### config.mk
export PLATFORM = sky130hd
export DESIGN_NAME = dma_chain_engine
export DESIGN_NICKNAME = d
export VERILOG_FILES = /design/src/rtl/dma_chain_pkg.sv /design/src/rtl/dma_addr_step.sv /design/src/rtl/dma_burst_calc.sv /design/src/rtl/dma_burst_buf.sv /design/src/rtl/dma_chain_engine.sv
export SDC_FILE = /design/constraint.sdc
export NUM_CORES = 2
export LEC_CHECK = 0
export ABC_AREA = 1
export BUFFER_PORTS_ARGS = -buffer_cell sky130_fd_sc_hd__clkbuf_2
export CELL_PAD_IN_SITES_DETAIL_PLACEMENT = 1
export CELL_PAD_IN_SITES_GLOBAL_PLACEMENT = 1
export CORE_MARGIN = 2
export CORE_UTILIZATION = 45
export DETAILED_ROUTE_END_ITERATION = 10
export PLACE_DENSITY_LB_ADDON = 0.05
export SKIP_LAST_GASP = 1
export SLEW_MARGIN = 20
export SYNTH_ARGS = -nofsm -noshare
export SYNTH_HDL_FRONTEND = slang
export SYNTH_SLANG_ARGS = --single-unit
### constraint.sdc
create_clock -name clk -period 4 [get_ports clk]
set_clock_uncertainty 0.1 [all_clocks]
set_input_delay 0.4 -clock clk [delete_from_list [all_inputs] [get_ports clk]]
set_output_delay 0.4 -clock clk [all_outputs]
set_load 0.05 [all_outputs]
### src/rtl/dma_chain_pkg.sv
package dma_chain_pkg;

   typedef enum logic [2:0] {
      ST_IDLE,
      ST_FETCH,
      ST_CHECK,
      ST_READ,
      ST_WRITE,
      ST_POST
   } eng_state_e;

   // command word bit positions
   localparam int CMD_SRC_INC  = 31;
   localparam int CMD_DST_INC  = 30;
   localparam int CMD_SRC_FLOW = 29;
   localparam int CMD_DST_FLOW = 28;
   localparam int CMD_START_EV = 22;
   localparam int CMD_END_EV   = 21;
   localparam int CMD_WID_LO   = 14;
   localparam int CMD_BST_LO   = 16;

   // link pointer bit positions
   localparam int LNK_STOP = 0;
   localparam int LNK_ALT  = 1;

   function automatic logic [1:0] width_log2(input logic [1:0] code);
      case (code)
         2'd1:    return 2'd0;
         2'd2:    return 2'd1;
         default: return 2'd2;
      endcase
   endfunction

endpackage

### src/rtl/dma_addr_step.sv
module dma_addr_step #(
   parameter int AW = 32
) (
   input  logic          clk,
   input  logic          rst_n,
   input  logic          load,
   input  logic [AW-1:0] load_val,
   input  logic          align,
   input  logic          step,
   input  logic          inc,
   input  logic [1:0]    wlog,
   output logic [AW-1:0] addr_o
);
   logic [AW-1:0] addr_q;
   logic [AW-1:0] stride;

   assign stride = AW'(1) << wlog;

   always_ff @(posedge clk or negedge rst_n) begin
      if (!rst_n) begin
         addr_q <= '0;
      end else if (load) begin
         addr_q <= load_val;
      end else if (align) begin
         addr_q[1:0] <= 2'b00;
      end else if (step && inc) begin
         addr_q <= addr_q + stride;
      end
   end

   assign addr_o = addr_q;
endmodule

### src/rtl/dma_burst_calc.sv
module dma_burst_calc #(
   parameter int LEN_W  = 13,
   parameter int BEAT_W = 6
) (
   input  logic [LEN_W-1:0]  len,
   input  logic [1:0]        wid_code,
   input  logic [1:0]        bst_code,
   output logic [1:0]        wlog,
   output logic [LEN_W-1:0]  burst_bytes,
   output logic [BEAT_W-1:0] beats
);
   import dma_chain_pkg::*;

   logic [LEN_W-1:0] size_bytes;
   logic [LEN_W-1:0] round_up;
   logic [LEN_W:0]   padded;

   always_comb begin
      wlog        = width_log2(wid_code);
      size_bytes  = LEN_W'(4) << bst_code;
      burst_bytes = (len < size_bytes) ? len : size_bytes;
      round_up    = (LEN_W'(1) << wlog) - LEN_W'(1);
      padded      = {1'b0, burst_bytes} + {1'b0, round_up};
      beats       = BEAT_W'(padded >> wlog);
   end
endmodule

### src/rtl/dma_burst_buf.sv
module dma_burst_buf #(
   parameter int DW    = 32,
   parameter int DEPTH = 32
) (
   input  logic                     clk,
   input  logic                     we,
   input  logic [$clog2(DEPTH)-1:0] widx,
   input  logic [DW-1:0]            wdata,
   input  logic [$clog2(DEPTH)-1:0] ridx,
   output logic [DW-1:0]            rdata
);
   logic [DW-1:0] mem [DEPTH];

   always_ff @(posedge clk) begin
      if (we) mem[widx] <= wdata;
   end

   assign rdata = mem[ridx];
endmodule

### src/rtl/dma_chain_engine.sv
module dma_chain_engine #(
   parameter int AW        = 32,
   parameter int DW        = 32,
   parameter int LEN_W     = 13,
   parameter int MAX_BURST = 32
) (
   input  logic          clk,
   input  logic          rst_n,
   input  logic          run_i,
   input  logic          nofetch_i,
   input  logic          cmp_st_i,
   input  logic          eor_stop_en_i,
   input  logic          eor_jmp_en_i,
   input  logic [AW-1:0] desc_ptr_i,
   input  logic [AW-1:0] src_i,
   input  logic [AW-1:0] dst_i,
   input  logic [31:0]   cmd_i,
   input  logic          dreq_i,
   output logic          mem_req_o,
   output logic          mem_we_o,
   output logic [AW-1:0] mem_addr_o,
   output logic [1:0]    mem_size_o,
   output logic [DW-1:0] mem_wdata_o,
   input  logic [DW-1:0] mem_rdata_i,
   input  logic          mem_ready_i,
   output logic          busy_o,
   output logic [AW-1:0] next_o,
   output logic [AW-1:0] src_o,
   output logic [AW-1:0] dst_o,
   output logic [31:0]   cmd_o,
   output logic          ev_start_o,
   output logic          ev_end_o,
   output logic          ev_eor_o,
   output logic          ev_stop_o
);
   import dma_chain_pkg::*;

   localparam int BEAT_W = $clog2(MAX_BURST + 1);
   localparam int IDX_W  = $clog2(MAX_BURST);

   initial begin
      assert (AW == DW) else $error("AW must equal DW");
      assert (DW == 32) else $error("descriptor words are 32 bits");
      assert (LEN_W > 0 && LEN_W <= 14) else $error("length must fit below the width field");
      assert (MAX_BURST >= 32) else $error("buffer must hold a 32-beat burst");
   end

   eng_state_e         state_q;
   logic               run_q, mode_q;
   logic [AW-1:0]      next_q, fbase_q;
   logic [31:0]        cmd_q;
   logic [1:0]         fidx_q;
   logic [BEAT_W-1:0]  beat_q, beats_q;
   logic [LEN_W-1:0]   burst_q;

   logic               start, hs, flow, last_beat;
   logic [LEN_W-1:0]   len;
   logic [1:0]         wlog;
   logic [LEN_W-1:0]   calc_burst;
   logic [BEAT_W-1:0]  calc_beats;
   logic [AW-1:0]      src_addr, dst_addr;
   logic               fetch_ld, fetch_last;

   function automatic logic [AW-1:0] fetch_base(input logic [AW-1:0] p, input logic cmp);
      logic [AW-1:0] b;
      b = {p[AW-1:4], 4'b0000};
      if (p[LNK_ALT] && cmp) b = b + AW'(32);
      return b;
   endfunction

   assign start      = run_i && !run_q;
   assign len        = cmd_q[LEN_W-1:0];
   assign flow       = cmd_q[CMD_SRC_FLOW] || cmd_q[CMD_DST_FLOW];
   assign hs         = mem_req_o && mem_ready_i;
   assign last_beat  = (beat_q == beats_q - BEAT_W'(1));
   assign fetch_ld   = (state_q == ST_FETCH) && mem_ready_i;
   assign fetch_last = fetch_ld && (fidx_q == 2'd3);

   dma_burst_calc #(.LEN_W(LEN_W), .BEAT_W(BEAT_W)) u_calc (
      .len        (len),
      .wid_code   (cmd_q[CMD_WID_LO +: 2]),
      .bst_code   (cmd_q[CMD_BST_LO +: 2]),
      .wlog       (wlog),
      .burst_bytes(calc_burst),
      .beats      (calc_beats)
   );

   dma_addr_step #(.AW(AW)) u_src (
      .clk     (clk),
      .rst_n   (rst_n),
      .load    ((state_q == ST_IDLE && start && nofetch_i) || (fetch_ld && fidx_q == 2'd1)),
      .load_val((state_q == ST_IDLE) ? src_i : mem_rdata_i),
      .align   (fetch_last && mem_rdata_i[CMD_SRC_FLOW]),
      .step    (state_q == ST_READ && mem_ready_i),
      .inc     (cmd_q[CMD_SRC_INC]),
      .wlog    (wlog),
      .addr_o  (src_addr)
   );

   dma_addr_step #(.AW(AW)) u_dst (
      .clk     (clk),
      .rst_n   (rst_n),
      .load    ((state_q == ST_IDLE && start && nofetch_i) || (fetch_ld && fidx_q == 2'd2)),
      .load_val((state_q == ST_IDLE) ? dst_i : mem_rdata_i),
      .align   (fetch_last && mem_rdata_i[CMD_DST_FLOW]),
      .step    (state_q == ST_WRITE && mem_ready_i),
      .inc     (cmd_q[CMD_DST_INC]),
      .wlog    (wlog),
      .addr_o  (dst_addr)
   );

   dma_burst_buf #(.DW(DW), .DEPTH(MAX_BURST)) u_buf (
      .clk  (clk),
      .we   (state_q == ST_READ && mem_ready_i),
      .widx (IDX_W'(beat_q)),
      .wdata(mem_rdata_i),
      .ridx (IDX_W'(beat_q)),
      .rdata(mem_wdata_o)
   );

   always_comb begin
      mem_req_o  = (state_q == ST_FETCH) || (state_q == ST_READ) || (state_q == ST_WRITE);
      mem_we_o   = (state_q == ST_WRITE);
      mem_size_o = (state_q == ST_FETCH) ? 2'd2 : wlog;
      case (state_q)
         ST_FETCH: mem_addr_o = fbase_q + AW'({fidx_q, 2'b00});
         ST_READ:  mem_addr_o = src_addr;
         ST_WRITE: mem_addr_o = dst_addr;
         default:  mem_addr_o = '0;
      endcase
   end

   always_ff @(posedge clk or negedge rst_n) begin
      if (!rst_n) begin
         state_q    <= ST_IDLE;
         run_q      <= 1'b0;
         mode_q     <= 1'b0;
         next_q     <= '0;
         fbase_q    <= '0;
         cmd_q      <= '0;
         fidx_q     <= '0;
         beat_q     <= '0;
         beats_q    <= '0;
         burst_q    <= '0;
         ev_start_o <= 1'b0;
         ev_end_o   <= 1'b0;
         ev_eor_o   <= 1'b0;
         ev_stop_o  <= 1'b0;
      end else begin
         run_q      <= run_i;
         ev_start_o <= 1'b0;
         ev_end_o   <= 1'b0;
         ev_eor_o   <= 1'b0;
         ev_stop_o  <= 1'b0;
         case (state_q)
            ST_IDLE: if (start) begin
               mode_q <= nofetch_i;
               next_q <= desc_ptr_i;
               if (nofetch_i) begin
                  cmd_q   <= cmd_i;
                  state_q <= ST_CHECK;
               end else begin
                  fbase_q <= fetch_base(desc_ptr_i, cmp_st_i);
                  fidx_q  <= 2'd0;
                  state_q <= ST_FETCH;
               end
            end
            ST_FETCH: if (mem_ready_i) begin
               fidx_q <= fidx_q + 2'd1;
               if (fidx_q == 2'd0) next_q <= mem_rdata_i;
               if (fidx_q == 2'd3) begin
                  cmd_q      <= mem_rdata_i;
                  ev_start_o <= mem_rdata_i[CMD_START_EV];
                  state_q    <= ST_CHECK;
               end
            end
            ST_CHECK: begin
               if (!run_i) begin
                  ev_stop_o <= 1'b1;
                  state_q   <= ST_IDLE;
               end else if (len == '0) begin
                  ev_end_o <= cmd_q[CMD_END_EV];
                  if (next_q[LNK_STOP] || mode_q) begin
                     ev_stop_o <= 1'b1;
                     state_q   <= ST_IDLE;
                  end else begin
                     fbase_q <= fetch_base(next_q, cmp_st_i);
                     fidx_q  <= 2'd0;
                     state_q <= ST_FETCH;
                  end
               end else if (!flow || dreq_i) begin
                  beats_q <= calc_beats;
                  burst_q <= calc_burst;
                  beat_q  <= '0;
                  state_q <= ST_READ;
               end
            end
            ST_READ: if (mem_ready_i) begin
               if (last_beat) begin
                  beat_q  <= '0;
                  state_q <= ST_WRITE;
               end else begin
                  beat_q <= beat_q + BEAT_W'(1);
               end
            end
            ST_WRITE: if (mem_ready_i) begin
               if (last_beat) begin
                  cmd_q[LEN_W-1:0] <= len - burst_q;
                  state_q          <= ST_POST;
               end else begin
                  beat_q <= beat_q + BEAT_W'(1);
               end
            end
            ST_POST: begin
               ev_eor_o <= flow && !dreq_i;
               if (flow && !dreq_i && eor_stop_en_i) begin
                  ev_stop_o <= 1'b1;
                  state_q   <= ST_IDLE;
               end else if (flow && !dreq_i && eor_jmp_en_i && !mode_q && len != '0) begin
                  fbase_q <= fetch_base(next_q, cmp_st_i);
                  fidx_q  <= 2'd0;
                  state_q <= ST_FETCH;
               end else begin
                  state_q <= ST_CHECK;
               end
            end
            default: state_q <= ST_IDLE;
         endcase
      end
   end

   assign busy_o = (state_q != ST_IDLE);
   assign next_o = next_q;
   assign src_o  = src_addr;
   assign dst_o  = dst_addr;
   assign cmd_o  = cmd_q;

   // a pending access holds its request, direction and address
   assert_req_hold_R14: assert property (@(posedge clk) disable iff (!rst_n)
      (mem_req_o && !mem_ready_i) |=> (mem_req_o && $stable(mem_we_o) && $stable(mem_addr_o)));

   // a stop pulse leaves the channel idle
   assert_stop_idle_R4: assert property (@(posedge clk) disable iff (!rst_n)
      ev_stop_o |-> !busy_o);

   // completing a burst strictly lowers the remaining length
   assert_len_drop_R7: assert property (@(posedge clk) disable iff (!rst_n)
      (state_q == ST_WRITE && hs && last_beat) |=> (len < $past(len)));

   // a non-incrementing source stays put across reads
   assert_fixed_src_R6: assert property (@(posedge clk) disable iff (!rst_n)
      (state_q == ST_READ && mem_ready_i && !cmd_q[CMD_SRC_INC]) |=> $stable(src_addr));

   // a start pulse only follows the last descriptor word
   assert_start_after_fetch_R10: assert property (@(posedge clk) disable iff (!rst_n)
      ev_start_o |-> $past(state_q == ST_FETCH && fidx_q == 2'd3));

   // a burst never exceeds the buffer
   assert_beats_fit_R7: assert property (@(posedge clk) disable iff (!rst_n)
      (state_q == ST_READ) |-> (beats_q <= BEAT_W'(MAX_BURST) && beats_q != '0));
endmodule

==> results.yml <==
drt:
  via_per_inst: 6.02
  highest_layer: "met4"
  antenna_left: 0
  vias: 42400
  drt_wl_total_mm: 204
  drc: 0
  wl_met3_mm: 13.3
  route.met2.wl_mm: 96.6
  met1Wirelength_mm: 83.2
  detail_route.first_pass.iterations: 6
  wire_per_inst_um: 29.0
  drt_iter0_drc: 3924
timing:
  fmax_ghz: 0.253
  worst_pin_slew_ns: 1.17
  setup_tns_ns: 0
  finalHoldViolCount: 0
  holdWs_ns: 0.0469
  min_period_ns: 3.95
  fin_ws_ns: 0.0511
  period_share_pct: 98.7
  drv_slew: 0
  maxSlewHeadroom_pct: 21.8
  setup_viol: 0
  rsz0062_at_grt: "yes"
place:
  dp_hpwl_mm: 131
  place_ws_ns: 0.613
  gp_congestion: 0.947
  port_buffers: 369
global_route:
  grt_pass1_wl_mm: 296
  grt_antenna_before_repair: 10
  grt_pass1_vias: 43700
  grt_overflow_total: 0
  grt_max_degree: 159
  grt_use_total_pct: 33.3
worst_setup_path:
  cp_num_buf_inv: 2
  cp_cell_sequence: "buf_12 -> o21ai_0 -> o22ai_1 -> a22o_1 -> a221oi_1 -> nand2_1 -> clkbuf_2"
  crit_required_ns: 3.50
  crit_type: "flop to primary output"
  crit_path_max_incr_delay_ns: 0.62
  worstSetupStartpointType: "flop"
  crit_fanout: 93
  path_delay_family: "compound AO/OA/AOI/OAI gates"
  arrival_ns: 3.45
  endpoint_kind: "primary output"
  critPathSlowestCell: "dfrtp_4"
final_layout:
  drive_above_1_share_pct: 14.7
  syn2layout_area_growth_pct: 18.3
  fin_nets: 5628
synthesis:
  ys_seq_area_share_pct: 66.3
  yosys.cell_count.top_type: "edfxtp_1"
  synth_top_flop_cell: "edfxtp_1"
  synth_seq_cells: 1216
  yosys_warnings: 0
  synth_cell_types: 61
  syn_avg_cell_area_um2: 10.9
  synth_edf_count: 1024
  yosys-top-cells-count: "edfxtp_1 (1024), nand2_1 (814), nor2_1 (732)"
  synth_top_area_share_pct: 57.3
  synth_async_sr_flop_share_pct: 15.8
  synth_cells: 4931
  synth_area_leaders: "edfxtp_1 (57%), dfrtp_1 (9.0%), nand2_1 (5.7%), o21ai_0 (5.5%), nor2_1 (5.1%)"
  synth.cell_area_um2: 53600
  synth_top_cell_by_area: "edfxtp_1"
  syn_nets: 5145
floorplanning:
  fp-row-count: 126
  die-area_um2: 122000
  initial_core_util_pct: 45.4
  die_x_um: 349
  die_h_um: 349
  core_area_um2: 118000
  ios: 370
pwr:
  irDropWorstVdd_mv: 0.539
  total_power_mw: 44.4
  leakagePower_nw: 24.0
  powerDensity_nw_per_um2: 701
clocking:
  cts_max_path_buffers: 3
  clock-sinks: 1216
  cts_buffers: 138
  htreeDepth: 4
  cts_tree: "yes"
  clk_pin_slew_ns: 0.06
  root_buffer: "clkbuf_16"
  clk_latency_ns: 0.76
flow_run:
  drv_cap: 0
hold_path:
  worstHoldPathType: "primary input to flop"
run_status:
  status: "finished clean"
cell usage in the layout (no fill, tap or decap), types with 17 or more instances in the layout:
| cell | instances |
|---|---|
| buf_12 | 35 |
| clkbuf_2 | 366 |
| nor3_1 | 44 |
| a21oi_1 | 105 |
| o21ai_1 | 28 |
| xor2_1 | 69 |
| nand4_1 | 41 |
| a21o_1 | 20 |
| inv_2 | 26 |
| a221oi_1 | 58 |
| dfrtp_1 | 190 |
| inv_1 | 225 |
| dlygate4sd3_1 | 103 |
| nor2_1 | 696 |
| clkinv_1 | 17 |
| a31oi_1 | 40 |
| nand3_1 | 138 |
| o221ai_1 | 25 |
| nor2_4 | 37 |
| clkbuf_1 | 39 |
| nand2_1 | 813 |
| edfxtp_1 | 1024 |
| clkbuf_16 | 144 |
| o22ai_1 | 262 |
| a22o_1 | 33 |
| buf_4 | 109 |
| o211ai_1 | 21 |
| o21ai_0 | 591 |
| ha_1 | 41 |
path summary, 6_finish.rpt:
check | cells after the start | start | to | slack, ns
worst min-delay path | 7 | dst_i[24] | u_dst.addr_o[24] | 0.05
worst min register to register | 2 | burst_q[10] | burst_q[10] | 0.37
worst max register to register | 10 | state_q[0] | u_dst.addr_o[1] | 0.51
max in group asynchronous | 3 | rst_n | cmd_o[1] | 2.71
worst max-delay path | 7 | beat_q[0] | mem_wdata_o[11] | 0.05
min in group asynchronous | 2 | rst_n | next_o[6] | 0.14
power breakdown:
group	internal [mW]	switching [mW]	total, mW
Sequential	14.7	1.30	16.0
Clock	6.99	5.14	12.1
Combinational	4.09	12.3	16.4
Total	25.7	18.7	44.4
kinds of logic (layout without fill, tap and decap cells):
family                   after synthesis  in the layout  synth area share, %
adder cells (fa/ha/maj)               45             45                 1.11
AO/OA/AOI/OAI                       1221           1221                 13.4
AND/OR/NAND/NOR                     1827           1827                 13.8
multiplexers                          12             12                0.252
XOR/XNOR                              78             78                 1.27
other                                  0              4                    0
flip-flops                          1216           1216                 66.3
buffers and inverters                532           1111                 3.95
metrics by stage:
stage	util (%)	cell area (µm²)	std cells
floorplan	-	53600	4931
global placement	49.2	58100	6703
detailed placement	49.2	58100	6703
CTS	53.7	63400	7043
global route	53.7	63400	7046
finish	53.7	63400	7050
worst register-to-register path: stages (launching register included):
cell and delay (ns):
dfrtp_1 0.46, nor2_2 0.11, nand2_1 0.13, inv_2 0.14
nand3_2 0.20, inv_2 0.11, nor2_1 0.90, inv_2 0.64
nor2_1 0.40, a211oi_1 0.09, a21oi_1 0.14
routing by layer:
| metal | up-vias | global-route usage (%) |
|---|---|---|
| met2 | 1712 | 54.1 |
| li1 | 18600 | - |
| met5 | - | 0 |
| met3 | 428 | 5.17 |
| met4 | 0 | 17.4 |
| met1 | 21700 | 43.3 |
flip-flops by register name, indices dropped and copies added (netlist names):
| register | count |
|---|---|
| ev_stop_o | 1 |
| ev_start_o | 1 |
| ev_end_o | 1 |
| state_q | 3 |
| beats_q | 6 |
| cmd_o | 32 |
| fbase_q | 28 |
| u_dst.addr_o | 32 |
| u_src.addr_o | 32 |
| run_q | 1 |
| next_o | 32 |
| u_buf.mem | 1024 |
| mode_q | 1 |
| beat_q | 6 |
| burst_q | 13 |
| fidx_q | 2 |
| ev_eor_o | 1 |
timing repair:
item                                    in CTS  in global routing
buffers inserted                             1                  3
gates resized for setup                      4                  9
hold endpoints to repair                   176                  0
pin swaps                                    0                  1
hold buffers                               103                  0
endpoints found under the setup margin      16                 17
layout make-up:
type                       instances  area, µm²
sequential                      1216      35600
inverter                         253        975
clock inverter                    48        403
clock buffer                     188       3820
multi-input combinational       3183      16300
timing repair buffer             622       4470
tap                             1536       1920
fill                           12600      54600
antenna                            4       10.0
No activity file was read; power rests on OpenSTA's default activity.
